`src/rtl/opreg_pkg.sv`:
```
package opreg_pkg;
  typedef enum logic [1:0] {
    OP_HOLD = 2'b00,
    OP_SHL  = 2'b01,
    OP_ADD  = 2'b10,
    OP_SUB  = 2'b11
  } op_e;
endpackage

```
`src/rtl/opreg_addsub.sv`:
```
module opreg_addsub #(
  parameter int unsigned W = 8
) (
  input  logic [W-1:0] a_i,
  input  logic [W-1:0] b_i,
  input  logic         sub_i,
  output logic [W-1:0] sum_o,
  output logic         ovf_o
);
  logic [W:0]   c;
  logic [W-1:0] bx;

  assign c[0] = sub_i;
  assign bx   = b_i ^ {W{sub_i}};

  for (genvar i = 0; i < W; i++) begin : g_fa
    assign sum_o[i] = a_i[i] ^ bx[i] ^ c[i];
    assign c[i+1]   = (a_i[i] & bx[i]) | (c[i] & (a_i[i] ^ bx[i]));
  end

  // signed overflow: carry into sign differs from carry out
  assign ovf_o = c[W] ^ c[W-1];
endmodule

```
`src/rtl/opreg_cell.sv`:
```
module opreg_cell
  import opreg_pkg::*;
(
  input  logic clk_i,
  input  logic rst_ni,
  input  op_e  op_i,
  input  logic shin_i,
  input  logic sum_i,
  output logic q_o
);
  logic d;

  always_comb begin
    unique case (op_i)
      OP_HOLD: d = q_o;
      OP_SHL:  d = shin_i;
      default: d = sum_i;
    endcase
  end

  always_ff @(posedge clk_i) begin
    if (!rst_ni) q_o <= 1'b0;
    else         q_o <= d;
  end
endmodule

```
`src/rtl/opreg_top.sv`:
```
module opreg_top
  import opreg_pkg::*;
#(
  parameter int unsigned W = 8
) (
  input  logic         clk_i,
  input  logic         rst_ni,
  input  logic [1:0]   op_i,
  input  logic [W-1:0] a_i,
  input  logic [W-1:0] b_i,
  output logic [W-1:0] y_o,
  output logic         zero_o,
  output logic         neg_o,
  output logic         valid_o
);
  localparam int unsigned MSB = W - 1;

  op_e          op;
  logic [W-1:0] y_q;
  logic [W-1:0] shin;
  logic [W-1:0] sum;
  logic         ovf_arith;
  logic         ovf_sel;
  logic         valid_q;

  assign op   = op_e'(op_i);
  assign shin = {y_q[MSB-1:0], 1'b0};

  opreg_addsub #(.W(W)) i_addsub (
    .a_i   (a_i),
    .b_i   (b_i),
    .sub_i (op_i[0]),
    .sum_o (sum),
    .ovf_o (ovf_arith)
  );

  for (genvar i = 0; i < W; i++) begin : g_bit
    opreg_cell i_cell (
      .clk_i  (clk_i),
      .rst_ni (rst_ni),
      .op_i   (op),
      .shin_i (shin[i]),
      .sum_i  (sum[i]),
      .q_o    (y_q[i])
    );
  end

  always_comb begin
    unique case (op)
      OP_SHL:         ovf_sel = y_q[MSB] ^ y_q[MSB-1];
      OP_ADD, OP_SUB: ovf_sel = ovf_arith;
      default:        ovf_sel = 1'b0;
    endcase
  end

  // flag only moves when the word is rewritten
  always_ff @(posedge clk_i) begin
    if (!rst_ni)             valid_q <= 1'b1;
    else if (op != OP_HOLD)  valid_q <= ~ovf_sel;
  end

  assign y_o     = y_q;
  assign zero_o  = ~|y_q;
  assign neg_o   = y_q[MSB];
  assign valid_o = valid_q;
endmodule

```
`config.mk`:
```
export PLATFORM = sky130hd
export DESIGN_NAME = opreg_top
export DESIGN_NICKNAME = d
export VERILOG_FILES = /design/src/rtl/opreg_pkg.sv /design/src/rtl/opreg_addsub.sv /design/src/rtl/opreg_cell.sv /design/src/rtl/opreg_top.sv
export SDC_FILE = /design/constraint.sdc
export NUM_CORES = 1
export LEC_CHECK = 0
export ABC_AREA = 1
export BUFFER_PORTS_ARGS = -buffer_cell sky130_fd_sc_hd__buf_4
export CAP_MARGIN = 40
export CELL_PAD_IN_SITES_DETAIL_PLACEMENT = 0
export CELL_PAD_IN_SITES_GLOBAL_PLACEMENT = 2
export CORE_MARGIN = 4
export CORE_UTILIZATION = 25
export CTS_CLUSTER_DIAMETER = 200
export DETAILED_ROUTE_END_ITERATION = 8
export GPL_TIMING_DRIVEN = 0
export PLACE_DENSITY_LB_ADDON = 0.1
export RECOVER_POWER = 100
export SLEW_MARGIN = 10
export SYNTH_ARGS = -nofsm -noshare
export SYNTH_HDL_FRONTEND = slang
export SYNTH_HIERARCHICAL = 1
export SYNTH_SLANG_ARGS = --single-unit
```
`constraint.sdc`:
```
create_clock -name clk_i -period 7.5 [get_ports clk_i]
set_input_delay 1.5 -clock clk_i [delete_from_list [all_inputs] [get_ports clk_i]]
set_output_delay 1.5 -clock clk_i [all_outputs]
set_load 0.02 [all_outputs]
```
==> summary.md, run 1 <==
| Metric | Value |
|---|---|
| Outcome | finished clean |
| CP endpoint kind | flop |
| Unrepaired setup endpoints after global routing | false |
| DRT Wirelength | roughly 2000 um |
| TritonCTS Sinks | 9 |
| Slew HR | 47.75% |
| Die area | about 0.0046 mm2 |
| Count leader, synth | nand2_1 |
| Gate Count Post-Synth | around 160 |
| Max-slew violation count | 0 |
| MaxCap Viol Count | 0 |
| PwrDens | ~140 mW/mm2 |
| CTS buffer count | 3 |
| Final Hold Viols | 0 |
| GPL Wtd Cong | 0.7027 |
| Via count | slightly below 900 |
| Post CTS Setup Buffer Count | 0 |
| Unique masters post-synth | 13 |
| Die W | 67.78 um |
| CP max FO | 19 |
| Rows | 21 |
| PostCTS Resize Cnt | 0 |
| CTS H-Tree Depth | 1 |
| Ys flop type | dfxtp_1 |
| Hold Worst Slack | ~0.54 ns |
| Longest Clk Path Bufs | 2 |
| Yosys Warn Count | 6 |
| Async set or reset register ratio after synthesis | 0% |
| Total grt overflow | 0 |
| Final min period | between 5 and 6 ns |
| Fraction of layout cells with a size suffix above 1 | 13.09% |
| Core area | 0.003390 mm2 |
| Required time of the worst setup path | 7.66 ns |
| Critical path launch point type | primary input |
| I/O pin total | 31 |
| Worst stage delay on the critical path | 0.57 ns |
| Clock root cell | clkbuf_4 |
| Clk pin slew, worst setup/hold paths | 0.07 ns |
| 1st-iter DRT viols | 31 |
| Synthesized area | a little under 900 um2 |
| DR pass1 iterations | 4 |
| Largest net degree at the start of global routing | 20 |
| Top cell type's share of synthesized area | 20.59% |
| Final setup vio count | 0 |
| Synth top cells by count | nand2_1 (49), inv_1 (46), nor2_1 (30), dfxtp_1 (9), o21ai_0 (8) |
| Worst slew pin tran | 0.7837 ns |
| CP Class | in2reg |
| CP cell instances | clkbuf_1 > clkbuf_1 > nand2_1 > nand2_1 > fa_1 > inv_1 > fa_1 > fa_1 > fa_1 > fa_1 > fa_1 > fa_1 > inv_1 > o21ai_0 > nor2_1 |
| Die Span Y | between 60 and 70 um |
| Cell family with most CP delay | adder cells |
| Later-pin clock latency in the skew report | 0.27 ns |
| Multi-input logic area | 510.5 um2 |
| Via density | ~3.6 |
| Period utilization | 74.29% |
| Residual DRC count | 0 |
| Clock Skew | 0.003467 ns |
| Initial antenna violation count | 0 |
| Max rail drop VDD | 0.00003680 V |
| Total track usage | 9.801% |
| Fin util | roughly a third |
| EDFF count, synth | 0 |
| Worst min path class | reg2reg |
| Number of synthesized register bits | 9 |
| CTS tree | yes |
| Leakage power | about 0.69 nW |
| HPWL after detailed placement | between 1500 and 2000 um |
| First-pass GRT wire length | 3339 um |
| Critical Path AT | 5.74 ns |
| Initial core utilization | 26.36% |
| Crit path top cell by count | fa_1 |
| Register Area | 180.2 um2 |
| Final nets | 220 |
| Avg WL per Cell | 8.354 um |
| Slowest cell on crit path | clkbuf_1 |
| Fillers | 400 |
| Sequential element share of the synthesized area | 20.17% |
| Area contributors post-synth | nand2_1 (21%), dfxtp_1 (20%), inv_1 (19%), fa_1 (16%), nor2_1 (13%) |
| CP bufs+invs | 4 |
| Antenna viol nets, final | 0 |
| Fmax | approximately 180 MHz |
| Vias in the first global route | 761 |
| Syn_nets | approximately 190 |
| Hold buffers post-CTS | 0 |
| Sum Neg Setup Slack | 0 ns |
| Port buffer count | 30 |
| P&R area growth vs syn | 28.71% |
| Cell taking the most area after synthesis | nand2_1 |
| Mapped Avg Cell Area | 5.690 um2 |
| Final antenna diode count | 0 |
logic make-up (layout without fill, tap and decap cells):
family	Yosys count	after routing	share of synthesized area (%)
other	1	1	0.4198
adder cells (fa/ha/maj)	8	8	17.09
buffers and inverters	49	83	22.69
flip-flops	9	9	20.17
AO/OA/AOI/OAI	8	8	4.482
AND/OR/NAND/NOR	82	82	35.15
metrics by stage:
stage	setup slack [ns]	total power, mW	area [um2]	cells
final	1.928	0.1636	1150	237
after global placement	2.352	0.1318	1176	233
after CTS	2.651	0.1725	1202	237
after detailed placement	2.365	0.1321	1176	233
after floorplan	2.767	0.1030	893.4	157
after global routing	1.541	0.1814	1150	237
layout make-up:
class	instances	share of cell area (%)
clock buffers	4	2.285
inverters	47	16.00
well taps	46	5.005
repair buffers	30	15.67
flip-flops and latches	9	15.67
plain buffers	2	0.9793
multi-input cells	99	44.40
report_power, final:
group / internal (mW) / switching (mW) / total [mW]
clock network: 0.0206 / 0.0190 / 0.0396
logic: 0.0269 / 0.0394 / 0.0662
registers: 0.0530 / 0.00477 / 0.0578
total: 0.100 / 0.0632 / 0.164
final timing paths:
check                      startpoint             endpoint  slack [ns]  cells past startpoint
hold reg to reg               valid_o              valid_o        0.54                      4
setup reg to reg  g_bit[6].i_cell/q_o              valid_o        6.45                      5
setup / recovery              op_i[0]  g_bit[7].i_cell/q_o        1.93                     15
hold / removal                valid_o              valid_o        0.54                      4
state kept, by name, indices dropped and copies added (netlist names):
name / flops
g_bit.i_cell/q_o: 8
valid_o: 1
placed cells by master (no fill, tap or decap):
cell	count
buf_4	18
clkbuf_1	14
clkbuf_4	4
conb_1	1
dfxtp_1	9
fa_1	7
ha_1	1
inv_1	46
inv_8	1
nand2_1	49
nand2_2	2
nand3_1	1
nor2_1	30
o21ai_0	8
worst register-to-register path, cell delays in order (launching register included):
cell     delay, ns
dfxtp_1       0.38
inv_1         0.06
ha_1          0.28
nand2_1       0.06
nand3_1       0.12
nand2_1       0.05
metal layers:
layer  vias up  track usage, %  share of wire (%)
li1        498               -                  -
met1       338           12.29                 48
met2        26           15.55                 43
met3         3           1.664                7.0
met4         0           5.955                1.5
met5         -               0                  0
(Power assumes the default switching activity.)
==> inputs of run 2 (changes only) <==
CORE_UTILIZATION = 24   (was 25)
clock period = 5.84 ns   (was 7.5 ns; I/O delays follow)
==> run 2 against run 1 <==
Net effect:
- hold slack better by 0.0053 ns
- clock skew down 0.0020 ns
- clock power up 82%
- combinational power up 29%
- setup slack worse by 0.98 ns
- largest cell class unchanged
- highest routed layer unchanged
==> summary.md, run 2 (same netlist as run 1, synthesis figures left out) <==
| Metric | Value |
|---|---|
| GPL Wtd Cong | around 0.71 |
| Crit path top cell by count | fa_1 |
| Initial core utilization | 25.76% |
| Critical path launch point type | primary input |
| Final setup vio count | 0 |
| DRT Wirelength | 1977 um |
| Place WS | 1.000 ns |
| Vias in the first global route | 848 |
| Slowest cell on crit path | fa_1 |
| Largest reg by FF count | g_bit.i_cell/q_o |
| Longest Clk Path Bufs | 2 |
| Fin util | 33.80% |
| Required time of the worst setup path | 5.96 ns |
| Worst Hold Depth | 4 |
| Hold EP | valid_o |
| Worst slew pin tran | ~0.53 ns |
| Hold buffers post-CTS | 0 |
| Uppermost layer routed | met4 |
| MaxCap Viol Count | 0 |
| Initial antenna violation count | 0 |
| Fraction of layout cells with a size suffix above 1 | a little over an eighth |
| 1st-iter DRT viols | 16 |
| PostCTS Resize Cnt | 0 |
| Final Hold Viols | 0 |
| Commonest non-fill, non-tap cell in the layout | nand2_1 |
| Later-pin clock latency in the skew report | 0.23 ns |
| Fillers | roughly 420 |
| HPWL after detailed placement | approximately 1600 um |
| DR pass1 iterations | 4 |
| Worst reg2reg setup slack | 4.84 ns |
| Core area | 0.003468 mm2 |
| Period utilization | 83.75% |
| CP endpoint kind | flop |
| CTS buffer count | 3 |
| Reg2reg start | g_bit[6].i_cell/q_o |
| CTS H-Tree Depth | 1 |
| Final Power | 231.9 uW |
| Most frequent cells in the layout | nand2_1 (49), inv_1 (46), nor2_1 (30) |
| Port buffer count | 30 |
| Area post-placement | 0.001176 mm2 |
| Clock Skew | 0.001513 ns |
| Worst stage delay on the critical path | 0.51 ns |
| Leakage power | slightly above 0.7 nW |
| Fmax | 204.5 MHz |
| Total grt overflow | 0 |
| P&R area growth vs syn | 31.23% |
| Clock root cell | clkbuf_8 |
| First-pass GRT wire length | 3732 um |
| Max-slew violation count | 0 |
| Post-route setup slack | ~0.95 ns |
| Antenna viol nets, final | 0 |
| Final min period | 4.891 ns |
| Post CTS Setup Buffer Count | 0 |
| Die Span Y | 69.01 um |
| CTS tree | yes |
| Reg2Reg Depth | 5 |
| PwrDens | 197.8 mW/mm2 |
| WL met3 | 113 um |
| Sum Neg Setup Slack | 0 ns |
| Worst Hold Launch | valid_o |
| Total track usage | 9.313% |
| Unrepaired setup endpoints after global routing | false |
| Max reg flops | 8 |
| Max rail drop VDD | around 0.000066 V |
| Die W | 69.01 um |
| Critical Path AT | between 5 and 6 ns |
| Final nets | 220 |
| Die area | 0.004762 mm2 |
| I/O pin total | 31 |
| Largest net degree at the start of global routing | 20 |
| Residual DRC count | 0 |
| Rows | 21 |
| Via density | 3.612 |
| Slew HR | roughly 64% |
| Clk pin slew, worst setup/hold paths | 0.05 ns |
| Avg WL per Cell | 8.342 um |
| Outcome | finished clean |
| Met2 wire length | just under 800 um |
| CP cell instances | buf_4 > clkbuf_1 > nand2_1 > nand2_1 > fa_1 > inv_1 > fa_1 > fa_1 > fa_1 > fa_1 > fa_1 > fa_1 > inv_1 > o21ai_0 > nor2_1 |
| Worst min path class | reg2reg |
| Final antenna diode count | 0 |
| Capturing point of the worst reg2reg path | valid_o |
| Via count | approximately 860 |
| DRT met1 WL | 1055 um |
| CP max FO | 19 |
| TritonCTS Sinks | 9 |
| CP Class | in2reg |
| Final Instance Area | 0.001172 mm2 |
run 2: cell types whose count changed in the layout (fill, tap and decap cells not counted), sizes merged:
cell    previous run  this run
buf               18        19
clkbuf            18        17
run 2: final cells by class:
class	instances	area, um2	share of cell area, %
Timing Repair Buffer	30	183.9	15.69
Sequential cell	9	180.2	15.37
Buffer	2	11.26	0.9605
Clock buffer	4	45.04	3.842
Inverter	47	183.9	15.69
Tap cell	46	57.56	4.909
Multi-Input combinational cell	99	510.5	43.54
run 2: per-layer routing:
metal  GRT usage (%)  vias up
met5               0        -
met4           5.206        0
met3           1.890        2
met1           12.25      332
li1                -      499
met2           14.09       23
run 2: worst max path at each step:
| stage | endpoint | startpoint | cells past startpoint |
|---|---|---|---|
| detailed placement | g_bit[7].i_cell/q_o | op_i[0] | 15 |
| finish | g_bit[7].i_cell/q_o | op_i[0] | 15 |
| global placement | g_bit[7].i_cell/q_o | op_i[0] | 15 |
| global route | g_bit[7].i_cell/q_o | op_i[0] | 15 |
| CTS | g_bit[7].i_cell/q_o | op_i[0] | 15 |
| floorplan | g_bit[7].i_cell/q_o | op_i[0] | 15 |
run 2: stage by stage:
| step | cells | hold WS [ns] |
|---|---|---|
| 2_1_floorplan | 157 | 0.6010 |
| 3_3_place_gp | 233 | 0.5237 |
| 3_5_place_dp | 233 | 0.5555 |
| 4_1_cts | 237 | 0.5597 |
| 5_1_grt | 237 | 0.5807 |
| 6_report | 237 | 0.5448 |
run 2: critical path: cells and delay by family:
kind,cells,cell delay [ns]
and+or+nand+nor,3,0.27
adders and majority gates,7,2.66
buffers and inverters,4,0.75
AOI/OAI and AO/OA,1,0.16
run 2: report_power, final:
| part | leakage (nW) | total [mW] | switching [mW] | internal, mW |
|---|---|---|---|---|
| sequential | 0.0749 | 0.0744 | 0.00606 | 0.0683 |
| clock | 0.0228 | 0.0721 | 0.0246 | 0.0476 |
| combinational | 0.608 | 0.0854 | 0.0507 | 0.0348 |
==> inputs of run 3 (changes only) <==
CORE_UTILIZATION = 21   (was 24)
clock period = 4 ns   (was 5.84 ns; I/O delays follow)
==> run 3 against run 2 <==
Net effect:
- sequential share of layout area shrank 0.38 points
- final cell count up 1.7%
- cell area is 2.6% higher
- via count rose by 2.2%
- sequential power grew 47%
- largest power group unchanged
- highest routed layer unchanged
==> summary.md, run 3 (same netlist as run 1, synthesis figures left out) <==
| Metric | Value |
|---|---|
| Outcome | finished clean |
| Fraction of layout cells with a size suffix above 1 | 17.80% |
| Internal power | 223.9 uW |
| DRT Wirelength | about 2200 um |
| HPWL after detailed placement | 1808 um |
| Residual DRC count | 0 |
| Later-pin clock latency in the skew report | 0.23 ns |
| GR peak layer | met2 |
| Clock root cell | clkbuf_8 |
| Final Hold Viols | 0 |
| Initial core utilization | between 20 and 25% |
| CP bufs+invs | 3 |
| 1st-iter DRT viols | 36 |
| CP cell instances | buf_6 > nand2_1 > nand2_2 > fa_1 > inv_1 > fa_2 > fa_2 > fa_2 > fa_2 > fa_2 > fa_2 > inv_1 > o21ai_1 > nor2_1 |
| Rows | 23 |
| CP Class | in2reg |
| Total track usage | around a tenth |
| Final setup vio count | 0 |
| Most frequent cells in the layout | nand2_1 (48), inv_1 (46), nor2_1 (30) |
| Critical path launch point type | primary input |
| Die W | 73.23 um |
| Leakage power | between 0.7 and 0.8 nW |
| Slowest cell on crit path | fa_2 |
| Worst min path class | reg2reg |
| First-pass GRT wire length | slightly below 4000 um |
| Port buffer count | 30 |
| CTS buffer count | 3 |
| Part of the power in registers | a little under a third |
| Commonest non-fill, non-tap cell in the layout | nand2_1 |
| P&R area growth vs syn | 34.59% |
| Die Span Y | between 70 and 80 um |
| Antenna viol nets, final | 0 |
| Total grt overflow | 0 |
| GPL Wtd Cong | 0.6912 |
| Post-route setup slack | 0.2048 ns |
| Critical Path AT | 3.92 ns |
| M1 GR Usage | approximately an eighth |
| Final nets | 220 |
| Area post-placement | approximately 0.0012 mm2 |
| Final Non-Filler Cells | about 240 |
| Final min period | 3.795 ns |
| Max rail drop VDD | 0.00007632 V |
| Via count | 875 |
| PwrDens | approximately 290 mW/mm2 |
| Sw frac | 35.36% |
| Crit path top cell by count | fa_2 |
| Clk pin slew, worst setup/hold paths | 0.05 ns |
| Fin util | 29.63% |
| Placed cell count | 237 |
| Unrepaired setup endpoints after global routing | false |
| CTS tree | yes |
| Via density | 3.631 |
| GR Util met3 | 1.240% |
| CTS H-Tree Depth | 1 |
| Longest Clk Path Bufs | 2 |
| Largest reg by FF count | g_bit.i_cell/q_o |
| Vias in the first global route | around 930 |
| Avg WL per Cell | 9.062 um |
| GR Util met2 | 15.49% |
| Clock share of power | 30.8% |
| Final antenna diode count | 0 |
| Fmax | 263.5 MHz |
| Worst stage delay on the critical path | 0.53 ns |
| Largest net degree at the start of global routing | 20 |
| Initial antenna violation count | 0 |
| P_sw | 122.5 uW |
| Final Instance Area | about 0.0012 mm2 |
| Cell family with most CP delay | adder cells |
| Clock Skew | about 0.00021 ns |
| CP max FO | 27 |
| DR pass1 iterations | 3 |
| Die area | 0.005362 mm2 |
| Max-slew violation count | 0 |
| Core area | 0.004058 mm2 |
| CP endpoint kind | flop |
| Period utilization | roughly 95% |
| Max reg flops | 8 |
| Required time of the worst setup path | slightly above 4 ns |
| MaxCap Viol Count | 0 |
| I/O pin total | 31 |
| Hold buffers post-CTS | 0 |
| TritonCTS Sinks | 9 |
| Logic pwr share | 37.9% |
| Place WS | -0.4451 ns |
run 3: cell types whose count changed in the layout (fill, tap and decap cells not counted), sizes merged:
cell | previous run | this run
buf | 19 | 21
clkbuf | 17 | 15
run 3: metrics by stage:
stage / TNS, ns / hold slack [ns] / power, mW
after floorplan: 0 / 0.6010 / 0.1936
after global placement: -0.8109 / 0.5190 / 0.2499
after detailed placement: -0.9057 / 0.5323 / 0.2525
after CTS: 0 / 0.5411 / 0.3662
after global routing: 0 / 0.5847 / 0.3831
final: 0 / 0.5365 / 0.3464
run 3: worst paths after layout:
| path | slack [ns] | depth (start not counted) | endpoint | from |
|---|---|---|---|---|
| max | 0.20 | 14 | g_bit[7].i_cell/q_o | op_i[0] |
| min | 0.54 | 4 | valid_o | valid_o |
| max reg2reg | 2.99 | 5 | valid_o | g_bit[6].i_cell/q_o |
| min reg2reg | 0.54 | 4 | valid_o | valid_o |
run 3: tightest hold or removal path, stage by stage (launching register included):
cell and delay (ns):
dfxtp_1 0.30, inv_1 0.05, nand2_1 0.04, nand3_1 0.06, nand2_1 0.04
run 3: cell type report:
type	count	area (um2)
buffer	1	7.507
multi-input combinational	99	528.0
clock buffer	4	45.04
tap	50	62.56
fill	469	2855
timing repair buffer	31	195.2
sequential	9	180.2
inverter	47	183.9
run 3: power groups by stage:
| stage | Clock [mW] | Sequential [mW] | Combinational (mW) |
|---|---|---|---|
| finish | 0.107 | 0.109 | 0.131 |
| global route | 0.117 | 0.111 | 0.155 |
| CTS | 0.111 | 0.109 | 0.146 |
| detailed placement | 0 | 0.111 | 0.142 |
| global placement | 0 | 0.110 | 0.140 |
| floorplan | 0 | 0.121 | 0.0729 |
run 3: what timing repair did:
| item | in CTS | in global routing |
|---|---|---|
| hold endpoints to repair | 0 | 0 |
| pin swaps | 1 | 1 |
| setup buffers | 1 | 0 |
| setup endpoints to repair | 2 | 2 |
| gates resized for setup | 5 | 4 |
run 3: metal layers:
metal  routed length (um)  up-vias  part of all wire, %
li1                     -      497                    -
met1                 1042      353                   48
met2                 1004       21                   46
met3                   93        4                  4.3
met4                   43        0                  2.0
met5                    0        -                    0
